$ cat config.mk
export PLATFORM = sky130hd
export DESIGN_NAME = sdram_bank_guard
export DESIGN_NICKNAME = d
export VERILOG_FILES = /design/src/rtl/sbg_pkg.sv /design/src/rtl/sbg_bank.sv /design/src/rtl/sbg_burst.sv /design/src/rtl/sbg_dqm.sv /design/src/rtl/sdram_bank_guard.sv
export SDC_FILE = /design/constraint.sdc
export NUM_CORES = 1
export LEC_CHECK = 0
export BUFFER_PORTS_ARGS = -buffer_cell sky130_fd_sc_hd__buf_2
export CORE_MARGIN = 2
export CORE_UTILIZATION = 55
export DETAILED_ROUTE_END_ITERATION = 10
export PLACE_DENSITY = 0.78
export SLEW_MARGIN = 10
export SYNTH_ARGS = -nofsm -noshare
export SYNTH_HDL_FRONTEND = slang
export SYNTH_SLANG_ARGS = --single-unit
$ cat constraint.sdc
create_clock -name clk -period 3.2 [get_ports clk]
set_input_delay 0.32 -clock clk [delete_from_list [all_inputs] [get_ports clk]]
set_output_delay 0.32 -clock clk [all_outputs]
set_load 0.005 [all_outputs]
$ cat src/rtl/sbg_pkg.sv
package sbg_pkg;
  typedef enum logic [2:0] {
    CMD_NOP = 3'd0,
    CMD_ACT = 3'd1,
    CMD_RD  = 3'd2,
    CMD_WR  = 3'd3,
    CMD_PRE = 3'd4,
    CMD_BST = 3'd5
  } cmd_e;

  typedef enum logic [2:0] {
    CAUSE_NONE     = 3'd0,
    CAUSE_AP_BURST = 3'd1,
    CAUSE_TRP      = 3'd2,
    CAUSE_ROW_OPEN = 3'd3,
    CAUSE_ROW_SHUT = 3'd4,
    CAUSE_PRE_AP   = 3'd5
  } cause_e;

  typedef enum logic [1:0] {
    BK_IDLE    = 2'd0,
    BK_OPEN    = 2'd1,
    BK_APBURST = 2'd2,
    BK_RECOV   = 2'd3
  } bank_st_e;
endpackage

$ cat src/rtl/sbg_bank.sv
module sbg_bank
  import sbg_pkg::*;
#(
  parameter int TRP = 3
) (
  input  logic     clk,
  input  logic     rst_n,
  input  logic     act_go,
  input  logic     pre_go,
  input  logic     ap_go,
  input  logic     ap_single,
  input  logic     ap_end,
  output bank_st_e st_o,
  output logic     rec_done_o
);
  localparam int CNT_W = (TRP > 1) ? $clog2(TRP) : 1;
  localparam logic [CNT_W-1:0] CNT_LOAD = CNT_W'(TRP - 1);

  bank_st_e         st_q, st_d;
  logic [CNT_W-1:0] cnt_q, cnt_d;
  logic             upd_en;

  always_comb begin
    st_d  = st_q;
    cnt_d = cnt_q;
    case (st_q)
      BK_IDLE: begin
        if (act_go) st_d = BK_OPEN;
      end
      BK_OPEN: begin
        if (pre_go || (ap_go && ap_single)) begin
          st_d  = BK_RECOV;
          cnt_d = CNT_LOAD;
        end else if (ap_go) begin
          st_d = BK_APBURST;
        end
      end
      BK_APBURST: begin
        if (ap_end) begin
          st_d  = BK_RECOV;
          cnt_d = CNT_LOAD;
        end
      end
      default: begin
        if (act_go)                st_d  = BK_OPEN;
        else if (cnt_q == '0)      st_d  = BK_IDLE;
        else                       cnt_d = cnt_q - 1'b1;
      end
    endcase
  end

  assign upd_en = (st_d != st_q) || (cnt_d != cnt_q);

  always_ff @(posedge clk or negedge rst_n) begin
    if (!rst_n) begin
      st_q  <= BK_IDLE;
      cnt_q <= '0;
    end else if (upd_en) begin
      st_q  <= st_d;
      cnt_q <= cnt_d;
    end
  end

  assign st_o       = st_q;
  assign rec_done_o = (cnt_q == '0);
endmodule

$ cat src/rtl/sbg_burst.sv
module sbg_burst #(
  parameter int REM_W = 3,
  parameter int BA_W  = 2
) (
  input  logic             clk,
  input  logic             rst_n,
  input  logic             start,
  input  logic             start_wr,
  input  logic             start_ap,
  input  logic [BA_W-1:0]  start_bank,
  input  logic [REM_W-1:0] start_rem,
  input  logic             stop,
  output logic             live_o,
  output logic             last_o,
  output logic             wr_o,
  output logic             ap_o,
  output logic [BA_W-1:0]  bank_o
);
  logic [REM_W-1:0] rem_q, rem_d;
  logic             wr_q, wr_d, ap_q, ap_d;
  logic [BA_W-1:0]  bank_q, bank_d;
  logic             upd_en;

  always_comb begin
    rem_d  = rem_q;
    wr_d   = wr_q;
    ap_d   = ap_q;
    bank_d = bank_q;
    if (start) begin
      rem_d  = start_rem;
      wr_d   = start_wr;
      ap_d   = start_ap;
      bank_d = start_bank;
    end else if (stop) begin
      rem_d = '0;
    end else if (rem_q != '0) begin
      rem_d = rem_q - 1'b1;
    end
  end

  assign upd_en = start || (rem_q != '0);

  always_ff @(posedge clk or negedge rst_n) begin
    if (!rst_n) begin
      rem_q  <= '0;
      wr_q   <= 1'b0;
      ap_q   <= 1'b0;
      bank_q <= '0;
    end else if (upd_en) begin
      rem_q  <= rem_d;
      wr_q   <= wr_d;
      ap_q   <= ap_d;
      bank_q <= bank_d;
    end
  end

  assign live_o = (rem_q != '0);
  assign last_o = (rem_q == REM_W'(1));
  assign wr_o   = wr_q;
  assign ap_o   = ap_q;
  assign bank_o = bank_q;
endmodule

$ cat src/rtl/sbg_dqm.sv
module sbg_dqm #(
  parameter int LANES  = 4,
  parameter int RD_LAT = 2
) (
  input  logic             clk,
  input  logic             rst_n,
  input  logic             wr_slot,
  input  logic             rd_slot,
  input  logic [LANES-1:0] dqm_i,
  output logic [LANES-1:0] wr_mask_o,
  output logic [LANES-1:0] rd_oe_o
);
  logic [LANES-1:0] stage_q [RD_LAT];
  logic [LANES-1:0] oe_in;

  assign wr_mask_o = wr_slot ? dqm_i : '0;
  assign oe_in     = rd_slot ? ~dqm_i : '0;

  for (genvar s = 0; s < RD_LAT; s++) begin : g_lat
    logic [LANES-1:0] src;
    if (s == 0) begin : g_head
      assign src = oe_in;
    end else begin : g_tail
      assign src = stage_q[s-1];
    end
    always_ff @(posedge clk or negedge rst_n) begin
      if (!rst_n) stage_q[s] <= '0;
      else        stage_q[s] <= src;
    end
  end

  assign rd_oe_o = stage_q[RD_LAT-1];
endmodule

$ cat src/rtl/sdram_bank_guard.sv
module sdram_bank_guard
  import sbg_pkg::*;
#(
  parameter int BA_W     = 2,
  parameter int BL_SEL_W = 2,
  parameter int LANES    = 4,
  parameter int TRP      = 3
) (
  input  logic                 clk,
  input  logic                 rst_n,
  input  logic [2:0]           cmd_i,
  input  logic [BA_W-1:0]      bank_i,
  input  logic                 a10_i,
  input  logic [BL_SEL_W-1:0]  bl_sel_i,
  input  logic [LANES-1:0]     dqm_i,
  output logic [(1<<BA_W)-1:0] busy_o,
  output logic                 viol_o,
  output logic [2:0]           cause_o,
  output logic [LANES-1:0]     wr_mask_o,
  output logic [LANES-1:0]     rd_oe_o
);
  localparam int NBANK = 1 << BA_W;
  localparam int REM_W = (1 << BL_SEL_W) - 1;

  cmd_e             cmd;
  cause_e           cause_d;
  bank_st_e         bank_st [NBANK];
  logic [NBANK-1:0] rec_done, in_apb, pre_mask;
  logic [NBANK-1:0] act_go, pre_go, ap_go, ap_end;
  logic             ok, act_acc, pre_acc, rdwr_acc, kill, stop, cont;
  logic             b_live, b_last, b_wr, b_ap, ap_live;
  logic [BA_W-1:0]  b_bank;
  logic [REM_W:0]   bl_pow;
  logic [REM_W-1:0] start_rem;
  logic             viol_q;
  cause_e           cause_q;

  assign cmd       = cmd_e'(cmd_i);
  assign ap_live   = b_live && b_ap;
  assign bl_pow    = (REM_W+1)'(1) << bl_sel_i;
  assign start_rem = REM_W'(bl_pow - 1'b1);

  for (genvar b = 0; b < NBANK; b++) begin : g_bank
    assign in_apb[b]   = (bank_st[b] == BK_APBURST);
    assign pre_mask[b] = a10_i || (bank_i == BA_W'(b));
    assign act_go[b]   = act_acc && (bank_i == BA_W'(b));
    assign pre_go[b]   = pre_acc && pre_mask[b];
    assign ap_go[b]    = rdwr_acc && a10_i && (bank_i == BA_W'(b));
    assign ap_end[b]   = ap_live && (b_bank == BA_W'(b)) && (b_last || cmd == CMD_BST);
    assign busy_o[b]   = (bank_st[b] != BK_IDLE);

    sbg_bank #(.TRP(TRP)) u_bank (
      .clk        (clk),
      .rst_n      (rst_n),
      .act_go     (act_go[b]),
      .pre_go     (pre_go[b]),
      .ap_go      (ap_go[b]),
      .ap_single  (bl_sel_i == '0),
      .ap_end     (ap_end[b]),
      .st_o       (bank_st[b]),
      .rec_done_o (rec_done[b])
    );
  end

  // Legality of the command sampled this cycle
  always_comb begin
    cause_d = CAUSE_NONE;
    case (cmd)
      CMD_RD, CMD_WR: begin
        if (ap_live)                          cause_d = CAUSE_AP_BURST;
        else if (bank_st[bank_i] != BK_OPEN)  cause_d = CAUSE_ROW_SHUT;
      end
      CMD_ACT: begin
        if (bank_st[bank_i] == BK_OPEN || bank_st[bank_i] == BK_APBURST)
          cause_d = CAUSE_ROW_OPEN;
        else if (bank_st[bank_i] == BK_RECOV && !rec_done[bank_i])
          cause_d = CAUSE_TRP;
      end
      CMD_PRE: begin
        if (|(pre_mask & in_apb)) cause_d = CAUSE_PRE_AP;
      end
      default: cause_d = CAUSE_NONE;
    endcase
  end

  assign ok       = (cause_d == CAUSE_NONE);
  assign act_acc  = ok && (cmd == CMD_ACT);
  assign pre_acc  = ok && (cmd == CMD_PRE);
  assign rdwr_acc = ok && (cmd == CMD_RD || cmd == CMD_WR);
  assign kill     = pre_acc && b_live && pre_mask[b_bank];
  assign stop     = (cmd == CMD_BST) || kill;
  assign cont     = b_live && !rdwr_acc && (cmd != CMD_BST) && !kill;

  sbg_burst #(.REM_W(REM_W), .BA_W(BA_W)) u_burst (
    .clk        (clk),
    .rst_n      (rst_n),
    .start      (rdwr_acc),
    .start_wr   (cmd == CMD_WR),
    .start_ap   (a10_i),
    .start_bank (bank_i),
    .start_rem  (start_rem),
    .stop       (stop),
    .live_o     (b_live),
    .last_o     (b_last),
    .wr_o       (b_wr),
    .ap_o       (b_ap),
    .bank_o     (b_bank)
  );

  sbg_dqm #(.LANES(LANES), .RD_LAT(2)) u_dqm (
    .clk       (clk),
    .rst_n     (rst_n),
    .wr_slot   ((rdwr_acc && cmd == CMD_WR) || (cont && b_wr)),
    .rd_slot   ((rdwr_acc && cmd == CMD_RD) || (cont && !b_wr)),
    .dqm_i     (dqm_i),
    .wr_mask_o (wr_mask_o),
    .rd_oe_o   (rd_oe_o)
  );

  always_ff @(posedge clk or negedge rst_n) begin
    if (!rst_n) begin
      viol_q  <= 1'b0;
      cause_q <= CAUSE_NONE;
    end else begin
      viol_q  <= !ok;
      cause_q <= cause_d;
    end
  end

  assign viol_o  = viol_q;
  assign cause_o = cause_q;
endmodule

== After elaboration in Yosys (flattened, before gate mapping) ==
Index checks and enable logic that the tools add are counted.

* Flip-flop bits (word level): 35
* Bits of input ports: 14
* Output and inout bits: 16
* Logic and storage cells: 213

* Add/subtract/negate cells: 6
* Magnitude comparators: 3
* Equality and inequality tests: 33
* Shift-type cells: 1
* Multiplexer cells: 66
* Bitwise logic cells: 3
* Reductions and logical operators: 85

{| class="wikitable"
|+ Operators with widths
! kind !! number
|-
| $mux W2 || 44
|-
| $pmux W2 S3 || 8
|-
| $logic_and A1 B1 Y1 || 39
|-
| $logic_not A2 Y1 || 11
|-
| $eq A2 B2 Y1 const B || 10
|-
| $logic_or A1 B1 Y1 || 19
|-
| $mux W3 || 6
|-
| $ne A2 B2 Y1 || 8
|-
| $eq A2 B1 Y1 const B || 7
|-
| $pmux W3 S3 || 1
|-
| $mux W4 || 2
|-
| $reduce_bool A2 Y1 || 4
|-
| $sub A2 B1 Y2 const B || 4
|-
| $eq A3 B1 Y1 const B || 2
|-
| $eq A3 B2 Y1 const B || 2
|-
| $eq A3 B3 Y1 const B || 2
|-
| $lt A2 B3 Y1 const B || 2
|-
| $reduce_bool A3 Y1 || 2
|-
| $sub A3 B1 Y3 const B || 2
|-
| $logic_not A1 Y1 || 5
|-
| $and A4 B4 Y4 || 1
|-
| $bmux W1 S2 || 2
|-
| $bmux W2 S2 || 1
|-
| $not A4 Y4 || 1
|-
| 10 further kinds || 12
|}

== Depth between registers and ports, before layout ==
Gate-level depths: netlist (run 1).

* Depth after elaboration: 19
* Gate-level depth with buffers: 9

== By module ==
From an unflattened synthesis (run 1), not the netlist that was laid out.

* Cell total of the unflattened synthesis: 254
* Area total of the unflattened synthesis: 2289.7 sq um

{| class="wikitable"
|+ Modules (own cells, without submodules)
! module !! times used !! cells each !! area each (sq um) !! seq. area each (sq um)
|-
| sbg_bank || 4 || 28 || 250.2 || 100.1
|-
| sdram_bank_guard || 1 || 96 || 678.2 || 100.1
|-
| sbg_burst || 1 || 30 || 359.1 || 175.2
|-
| sbg_dqm || 1 || 16 || 251.5 || 200.2
|}

== Least setup slack after synthesis (run 1) ==
Ideal clock, no wire load.

* Kind: input-to-output
* Start point: input port bank_i[0]
* End point: output port wr_mask_o[0]
* Arrival: 2150 ps
* Data required time: 2880 ps
* Path slack: 730 ps
* Cell stages on the path: 7
* Cell sequence: buf_2 > mux4_2 > ha_1 > a311oi_2 > a32oi_1 > o21ai_1 > and2_1

* Cells in the longest elaborated chain, start to end: 18
* Elaborated cells on any way between the ends: 45
* Those cells by class: eq/ne: 7; mux: 14; bitwise: 2; reduce/logical: 22

{| class="wikitable"
|+ Ends and longest elaborated chain
! item !! RTL line !! RTL
|-
| start: declaration || sdram_bank_guard.sv:12 || <nowiki>input logic [BA_W-1:0] bank_i,</nowiki>
|-
| $not A2 Y3 (implied by the code) || sdram_bank_guard.sv:71, sdram_bank_guard.sv:74, sdram_bank_guard.sv:76 ||
|-
| $bmux W2 S2 || sdram_bank_guard.sv:71, sdram_bank_guard.sv:74, sdram_bank_guard.sv:76 ||
|-
| $mux W2 (implied by the code) (2 in series) || sdram_bank_guard.sv:71, sdram_bank_guard.sv:74, sdram_bank_guard.sv:76 ||
|-
| $eq A2 B2 Y1 || sdram_bank_guard.sv:76 || <nowiki>else if (bank_st[bank_i] == BK_RECOV && !rec_done[bank_i])</nowiki>
|-
| $logic_and A1 B1 Y1 || sdram_bank_guard.sv:76 ||
|-
| $mux W2 || sdram_bank_guard.sv:76 ||
|-
| $mux W2 || sdram_bank_guard.sv:74 || <nowiki>if (bank_st[bank_i] == BK_OPEN || bank_st[bank_i] == BK_APBURST)</nowiki>
|-
| $pmux W3 S3 || sdram_bank_guard.sv:68 || <nowiki>case (cmd)</nowiki>
|-
| $logic_not A3 Y1 || sdram_bank_guard.sv:86 || <nowiki>assign ok = (cause_d == CAUSE_NONE);</nowiki>
|-
| $logic_and A1 B1 Y1, on equally long branches || sdram_bank_guard.sv:89, sdram_bank_guard.sv:88 ||
|-
| $logic_not A1 Y1 / $logic_and A1 B1 Y1 (equally long branches) || sdram_bank_guard.sv:92, sdram_bank_guard.sv:90 ||
|-
| $logic_and A1 B1 Y1, on equally long branches || sdram_bank_guard.sv:92, sdram_bank_guard.sv:90 ||
|-
| $logic_and A1 B1 Y1 / $logic_not A1 Y1 (equally long branches) || sdram_bank_guard.sv:92 || <nowiki>assign cont = b_live && !rdwr_acc && (cmd != CMD_BST) && !kill;</nowiki>
|-
| $logic_and A1 B1 Y1 || sdram_bank_guard.sv:92 ||
|-
| $logic_and A1 B1 Y1 || sdram_bank_guard.sv:113 || <nowiki>.wr_slot ((rdwr_acc && cmd == CMD_WR) || (cont && b_wr)),</nowiki>
|-
| $logic_or A1 B1 Y1 (*) || sdram_bank_guard.sv:113 ||
|-
| $mux W4 (*) || sbg_dqm.sv:16 || <nowiki>assign wr_mask_o = wr_slot ? dqm_i : '0;</nowiki>
|-
| end: declaration || sdram_bank_guard.sv:19 || <nowiki>output logic [LANES-1:0] wr_mask_o,</nowiki>
|}

Every way passes the cells marked *; elsewhere a longest branch is shown, timed or not. The select of a mux whose other input is x is not followed.

== Final worst setup path (run 1) ==
* Start point: register g_bank[3].u_bank.st_q[0]
* End point: output port wr_mask_o[0]

* Cells in the longest elaborated chain, start to end: 17
* Elaborated cells on any way between the ends: 32
* Those cells by class: eq/ne: 5; mux: 10; bitwise: 1; reduce/logical: 16

{| class="wikitable"
|+ Ends and longest elaborated chain
! item !! RTL line !! RTL
|-
| start: declaration || sbg_bank.sv:19 || <nowiki>bank_st_e st_q, st_d;</nowiki>
|-
| start signal: assignment || sbg_bank.sv:59 || <nowiki>st_q <= st_d;</nowiki>
|-
| $bmux W2 S2 || sdram_bank_guard.sv:71, sdram_bank_guard.sv:74, sdram_bank_guard.sv:76 ||
|-
| $mux W2 (implied by the code) (2 in series) || sdram_bank_guard.sv:71, sdram_bank_guard.sv:74, sdram_bank_guard.sv:76 ||
|-
| $eq A2 B2 Y1 || sdram_bank_guard.sv:76 ||
|-
| $logic_and A1 B1 Y1 || sdram_bank_guard.sv:76 ||
|-
| $mux W2 || sdram_bank_guard.sv:76 ||
|-
| $mux W2 || sdram_bank_guard.sv:74 ||
|-
| $pmux W3 S3 (*) || sdram_bank_guard.sv:68 ||
|-
| $logic_not A3 Y1 (*) || sdram_bank_guard.sv:86 ||
|-
| $logic_and A1 B1 Y1, on equally long branches || sdram_bank_guard.sv:89, sdram_bank_guard.sv:88 ||
|-
| $logic_not A1 Y1 / $logic_and A1 B1 Y1 (equally long branches) || sdram_bank_guard.sv:92, sdram_bank_guard.sv:90 ||
|-
| $logic_and A1 B1 Y1, on equally long branches || sdram_bank_guard.sv:92, sdram_bank_guard.sv:90 ||
|-
| $logic_and A1 B1 Y1 / $logic_not A1 Y1 (equally long branches) || sdram_bank_guard.sv:92 ||
|-
| $logic_and A1 B1 Y1 || sdram_bank_guard.sv:92 ||
|-
| $logic_and A1 B1 Y1 || sdram_bank_guard.sv:113 ||
|-
| $logic_or A1 B1 Y1 (*) || sdram_bank_guard.sv:113 ||
|-
| $mux W4 (*) || sbg_dqm.sv:16 ||
|}

Marked as above.

==> results of run 1 <==
[layer usage]
metal	part of all wire	vias up	global-route usage
met2	0.50	76	0.389
met5	0	-	0
met4	0.010	0	0.0915
met3	0.060	5	0.0585
li1	-	1045	-
met1	0.43	1057	0.333
[through the flow]
step	instances	worst slack [ps]	area (um2)
5_1_grt	346	90.0	2590
4_1_cts	346	257	2590
6_report	346	284	2590
3_3_place_gp	338	414	2500
2_1_floorplan	269	730	2330
3_5_place_dp	338	368	2500
[final timing paths]
| check | startpoint | to | slack [ps] |
|---|---|---|---|
| worst max register to register | g_bank[2].u_bank.st_o[1]$_DFFE_PN0P_ | g_bank[1].u_bank.st_o[0]$_DFFE_PN0P_ | 470 |
| worst min register to register | u_dqm.g_lat[1].src[2]$_DFF_PN0_ | u_dqm.rd_oe_o[2]$_DFF_PN0_ | 350 |
| max in group asynchronous | rst_n | u_dqm.g_lat[1].src[3]$_DFF_PN0_ | 2590 |
| worst max-delay path | g_bank[3].u_bank.st_o[0]$_DFFE_PN0P_ | wr_mask_o[0] | 280 |
| min in group clk | dqm_i[1] | u_dqm.g_lat[1].src[1]$_DFF_PN0_ | 190 |
| worst min-delay path | rst_n | cause_o[2]$_DFF_PN0_ | 110 |
[state kept, by name (all words and copies together), names as in the netlist]
signal and count:
u_burst.wr_o 1, g_bank.u_bank.st_o 8, u_dqm.rd_oe_o 4, u_dqm.g_lat.src 4, viol_o 1, u_burst.ap_o 1, u_burst.bank_o 2, g_bank.u_bank.cnt_q 8
u_burst.rem_q 3, cause_o 3
[kinds of logic after synthesis]
kind of cell,Yosys count
xor gates and xnor gates,3
AOI/OAI and AO/OA,88
DFF,35
adders and majority gates,5
and+or+nand+nor,107
buffers and inverters,28
muxes,3
[cell usage after synthesis (2+ instances only)]
library cell,number
buf_2,6
nor2b_1,8
o21bai_1,3
nand2_1,18
or4_1,2
clkbuf_1,6
and2_1,4
a21oi_1,16
nor4_1,4
nor3_1,8
o211a_1,2
mux4_2,3
or2_2,4
o211ai_1,7
o41ai_1,2
a21o_1,2
dfrtp_1,35
nand3b_1,3
or3_1,2
o221ai_1,2
o31ai_1,3
ha_1,5
o21ai_1,3
nand2b_1,8
inv_1,15
nand3_1,6
a22oi_1,2
o21ai_0,18
nor2_1,29
xnor2_1,3
o22ai_1,5
a31oi_1,5
[cell type report]
class,count,area share
clock buffers,7,0.0295
clock inverters,1,0.00194
inverters,15,0.0218
multi-input cells,206,0.519
flip-flops and latches,35,0.339
well taps,50,0.0242
repair buffers,32,0.0648
[where the power goes]
part / switching [mW] / internal, mW / leakage [nW] / total, mW
logic: 0.523 / 0.435 / 0.660 / 0.958
clock network: 0.158 / 0.153 / 0.0422 / 0.311
registers: 0.183 / 0.619 / 0.429 / 0.802
==> impl_results.md, run 1 <==
- Detailed-route vias per instance: 6.31
- Synth unique cells: 62
- Die width: between 60 and 70 um
- Synthesized instance count: ~270
- Multi-input logic area: roughly 1300 um2
- Ant diodes: 0
- Post-CTS Resized: 0
- Synth Area in Simple Gates: 0.250
- Total Routed Length: between 5000 and 6000 um
- Outcome: finished, final reports clean
- CP peak stage delay: 520 ps
- Post-synthesis mux area share: 0.0289
- CTS sink cnt: 35
- HPWL after DPL: 4140 um
- Antenna violations before repair: 0
- Clock skew: 5.54 ps
- Top FF cell, synth: dfrtp_1
- Area Growth Syn to Fin: 10.8%
- Mean post-synth cell area: approximately 8.7 um2
- Final period utilization: 0.911
- Hold buffers post-CTS: 0
- XOR/XNOR Fraction of Synth Area: 0.0113
- Fraction of layout cells with a size suffix above 1: 0.186
- Overall power: around 2.1 mW
- Total number of vias: between 2000 and 2500
- FFs w/ async S/R, synth: 1.00
- Iteration-0 DRC Markers: ~140
- Maximum VDD drop: between 0.3 and 0.4 mV
- Total CTS buffers: 5
- Period minus WS final: 2920 ps
- # nets final: 314
- Critical path class: register to primary output
- Full die area: between 4000 and 5000 um2
- DRT Pass-1 Iters: 4
- EDFF count, synth: 0
- # fillers: around 370
- Worst-skew pair later-pin latency: around 290 ps
- Port-buffer cells: 29
- Post-CTS Setup Bufs: 0
- Synth Area in Compound Gates: 0.258
- CP endpoint kind: primary output
- RSZ-0062 raised after global routing: no
- DRC: 0
- Pin count of the biggest net entering global routing: 36
- Fmax: 343 MHz
- Hold Fails Final Rpt: 0
- Avg WL per Cell: 16.5 um
- Post-layout util: 0.642
- Hold WS: between 100 and 150 ps
- CP max FO: 9
- CP Data Required Time: 2880 ps
- WP depth: 7
- Top cells by area, synth: dfrtp_1 38%, nor2_1 4.7%, o21ai_0 3.9%
- Critical-path top delay cell: mux4_2
- Setup TNS: 0 ps
- Reg2Reg Depth: 8
- Adder-cell share of the synthesized area: 0.0268
- Die span in y: a little under 70 um
- Critical path arrival: between 2000 and 3000 ps
- Dominant delay contributor by cell family on the critical path: compound AO/OA/AOI/OAI gates
- Yosys top cell by area: dfrtp_1
- Routability cong.: between 0.9 and 1
- Crit path launch type: register
- Mapped Nets: roughly 290
- Hold crit path type: input port to asynchronous set/reset pin
- Synth Register Bits: 35
- Mapped Area: around 2300 um2
- YS warnings: 0
- Leak: 1.13 nW
- Initial core utilization: 0.580
- Synth top area share: 0.375
- Main combinational cell family by area after synthesis: compound AO/OA/AOI/OAI gates
- Relative slew slack: 0.387
- Bufs on Longest Clock Path: 2
- Tot GR Track Use: 0.247
- Max Cap Viol: 0
- # IOs: 30
- Slew Viols, Final: 0
- Row count: 23
- Clock Tree Root: clkbuf_8
- FF/Latch Area: 876 um2
- Setup violators final: 0
- Commonest non-fill, non-tap cells in the layout: 35 x dfrtp_1, 29 x nor2_1, 29 x buf_2, 18 x o21ai_0, 18 x nand2_1
- Post-synthesis sequential area ratio: 0.375
- TritonCTS clock tree: done
- Commonest non-fill, non-tap cell in the layout: dfrtp_1
- Core Region: 4030 um2
- Vias in the first global route: 2041
- H-Tree Depth: 2
- Remaining antenna violation count: 0
- First-pass GRT wire length: 9630 um
- Worst slew pin tran: ~910 ps
- Pwr Density: 801 nW/um2
- Total grt overflow: 0
- Count of buffer and inverter cells on the critical path: 1
- Clk pin slew, worst setup/hold paths: approximately 70 ps
- Crit path cell chain: mux4_2 -> ha_1 -> a311oi_2 -> a32oi_1 -> o21ai_1 -> and2_1 -> buf_2
Power figures use the tool's default switching activity.
==> inputs of run 2 (changes only) <==
--- a/config.mk
+++ b/config.mk
@@ -7,7 +7,7 @@
 export LEC_CHECK = 0
 export BUFFER_PORTS_ARGS = -buffer_cell sky130_fd_sc_hd__buf_2
 export CORE_MARGIN = 2
-export CORE_UTILIZATION = 55
+export CORE_UTILIZATION = 52
 export DETAILED_ROUTE_END_ITERATION = 10
 export PLACE_DENSITY = 0.78
 export SLEW_MARGIN = 10
==> constraint.sdc (replaced) <==
create_clock -name clk -period 2.5 [get_ports clk]
set_input_delay 0.25 -clock clk [delete_from_list [all_inputs] [get_ports clk]]
set_output_delay 0.25 -clock clk [all_outputs]
set_load 0.005 [all_outputs]
==> impl_results.md, run 2 (synthesis results as in run 1) <==
- Outcome: complete, but fails checks
- Failing checks: negative setup slack
- Placed cell count: 357 (+5.6%)
- Internal power: 1.78 mW (+47%)
- Maximum VDD drop: 0.468 mV (+34%)
- Total number of vias: 2259 (+3.5%)
- Die width: 71.0 um (+2.7%)
- Row count: 24 (+4.3%)
- Pre-CTS setup slack: 36.1 ps (-332 ps)
- Busiest grt layer: met2
- Pin count of the biggest net entering global routing: 36 (unchanged)
- Antenna violations before repair: 0 (unchanged)
- Core Region: 4350 um2 (+8.1%)
- HPWL after DPL: 4130 um (-0.21%)
- Combinational share of power: 0.496 (+0.034)
- Critical-path top delay cell: mux4_2
- Critical path class: register to primary output
- DRT Pass-1 Iters: 4 (unchanged)
- Detailed-route vias per instance: 6.17 (-2.2%)
- Dominant delay contributor by cell family on the critical path: multiplexers
- CP peak stage delay: 510 ps (about the same)
- Final period utilization: 1.00
- Crit path cell chain: mux4_2 -> ha_4 -> buf_4 -> o211a_4 -> a32oi_2 -> o21ai_2 -> and2_1 -> buf_2
- Full die area: 5040 um2 (+5.4%)
- Commonest non-fill, non-tap cell in the layout: dfrtp_1
- Die span in y: 71.0 um (+2.7%)
- CP max FO: 6 (-3)
- Post-layout util: 0.643 (+0.00147)
- # nets final: 332 (+5.7%)
- Initial core utilization: 0.536 (-0.0433)
- First-pass GRT wire length: 9470 um (-1.7%)
- Routability cong.: 0.911 (-4.1%)
- Share of power burned in registers: 0.328 (-0.059)
- R2R setup slack: 170 ps (-300 ps)
- Iteration-0 DRC Markers: 149 (+8.8%)
- Worst-skew pair later-pin latency: 300 ps (about the same)
- Total CTS buffers: 5 (unchanged)
- Hold crit path type: input port to asynchronous set/reset pin
- Slew Viols, Final: 0 (unchanged)
- RSZ-0062 raised after global routing: yes
- Tot GR Track Use: 0.240 (-0.00726)
- Area Growth Syn to Fin: 20.0%
- Reg2reg end: g_bank[1].u_bank.cnt_q[0]$_DFFE_PN0P_
- CP endpoint kind: primary output
- Final worst slack: -3.63 ps (-288 ps)
- Total Routed Length: 5660 um (-1.0%)
- H-Tree Depth: 2 (unchanged)
- Hold Fails Final Rpt: 0 (unchanged)
- DRC: 0 (unchanged)
- Fin cells: 366 (+5.8%)
- Clock skew: 9.62 ps (+4.08 ps)
- Cell area after layout: 2800 um2 (+8.3%)
- Clk pin slew, worst setup/hold paths: 80 ps (about the same)
- Count of buffer and inverter cells on the critical path: 2 (+1)
- Vias in the first global route: 1994 (-2.3%)
- Grt met2 use: 0.373 (-0.0161)
- # fillers: 358 (-3.8%)
- CTS sink cnt: 35 (unchanged)
- Setup violators final: 1 (+1)
- Period minus WS final: about 2500 ps
- M3 GR Usage: 0.0470 (-0.0115)
- Clock share of power: 0.175 (+0.025)
- Bufs on Longest Clock Path: 2 (unchanged)
- Total grt overflow: 0 (unchanged)
- Clock Tree Root: clkbuf_8
- Fraction of layout cells with a size suffix above 1: 0.255 (+0.0690)
- Sw power: 1.16 mW (+34%)
- # IOs: 30 (unchanged)
- Hold buffers post-CTS: 0 (unchanged)
- R2r startpoint: g_bank[3].u_bank.st_o[1]$_DFFE_PN0P_
- Switching share of power: 0.394 (-0.0234)
- Met1 usage: 0.321 (-0.0122)
- Reg2Reg Depth: 9 (+1)
- Ant diodes: 0 (unchanged)
- CP Data Required Time: 2250 ps (-630 ps)
- Pwr Density: 1050 nW/um2 (+31%)
- Fmax: between 300 and 400 MHz
- Max Cap Viol: 0 (unchanged)
- Avg WL per Cell: 15.5 um (-6.4%)
- Worst slew pin tran: 783 ps (-132 ps)
- Area post-placement: 2640 um2 (+5.2%)
- Critical path arrival: 2250 ps (-350 ps)
- Overall power: 2.93 mW (+42%)
- TritonCTS clock tree: done
- Commonest non-fill, non-tap cells in the layout: 35 x dfrtp_1, 29 x nor2_1, 29 x buf_2, 21 x buf_4, 18 x nand2_1
- Port-buffer cells: 29 (unchanged)
- Relative slew slack: 0.478 (+0.0906)
- Remaining antenna violation count: 0 (unchanged)
- Leak: 1.24 nW (+9.3%)
- Crit path launch type: register
[run 2: changes by cell type in the layout (fill, tap and decap cells not counted), sizes merged]
cell and delta:
bufinv +1, clkinv +1, buf +18, clkbuf -2
[run 2: how the worst max path moves through the flow]
stage / startpoint / to / slack [ps] / depth (start not counted)
detailed placement: bank_i[0] / g_bank[1].u_bank.st_o[0]$_DFFE_PN0P_ / 40 / 9
CTS: g_bank[2].u_bank.st_o[0]$_DFFE_PN0P_ / wr_mask_o[3] / 7 / 8
global route: g_bank[3].u_bank.st_o[0]$_DFFE_PN0P_ / wr_mask_o[2] / -90 / 7
global placement: bank_i[0] / g_bank[1].u_bank.cnt_q[1]$_DFFE_PN0P_ / 90 / 8
finish: g_bank[2].u_bank.st_o[0]$_DFFE_PN0P_ / wr_mask_o[3] / -4 / 8
floorplan: g_bank[0].u_bank.st_o[0]$_DFFE_PN0P_ / g_bank[1].u_bank.cnt_q[1]$_DFFE_PN0P_ / 90 / 8
[run 2: metrics by stage]
stage / setup TNS, ps / hold slack, ps
floorplan: 0 / -45.6
finish: -3.63 / 27.0
CTS: 0 / 62.8
global route: -356 / 109
global placement: 0 / 333
detailed placement: 0 / 336
[run 2: power groups by stage]
stage	Clock [mW]	Combinational, mW	Sequential (mW)
floorplan	0	0.925	0.941
global route	0.546	1.62	0.994
finish	0.514	1.45	0.962
detailed placement	0	1.36	0.971
global placement	0	1.33	0.966
CTS	0.524	1.42	0.965
[run 2: cell type report]
cell class                 instances  area (um2)  share of cell area
tap                               52        65.1              0.0232
multi-input combinational        206        1390               0.496
sequential                        35         876               0.313
clock inverter                     3        43.8              0.0156
inverter                          15        56.3              0.0201
clock buffer                       5        68.8              0.0246
timing repair buffer              50         303               0.108
[run 2: repair_timing]
item,4_1_cts,5_1_grt
pin swaps,6,2
buffers inserted,1,0
endpoints found under the setup margin,4,8
gates resized for setup,4,4
[run 2: metal layers]
metal	share of wire	vias to the layer above
li1	-	1086
met4	0.021	0
met3	0.074	12
met2	0.48	87
met1	0.42	1074
met5	0	-
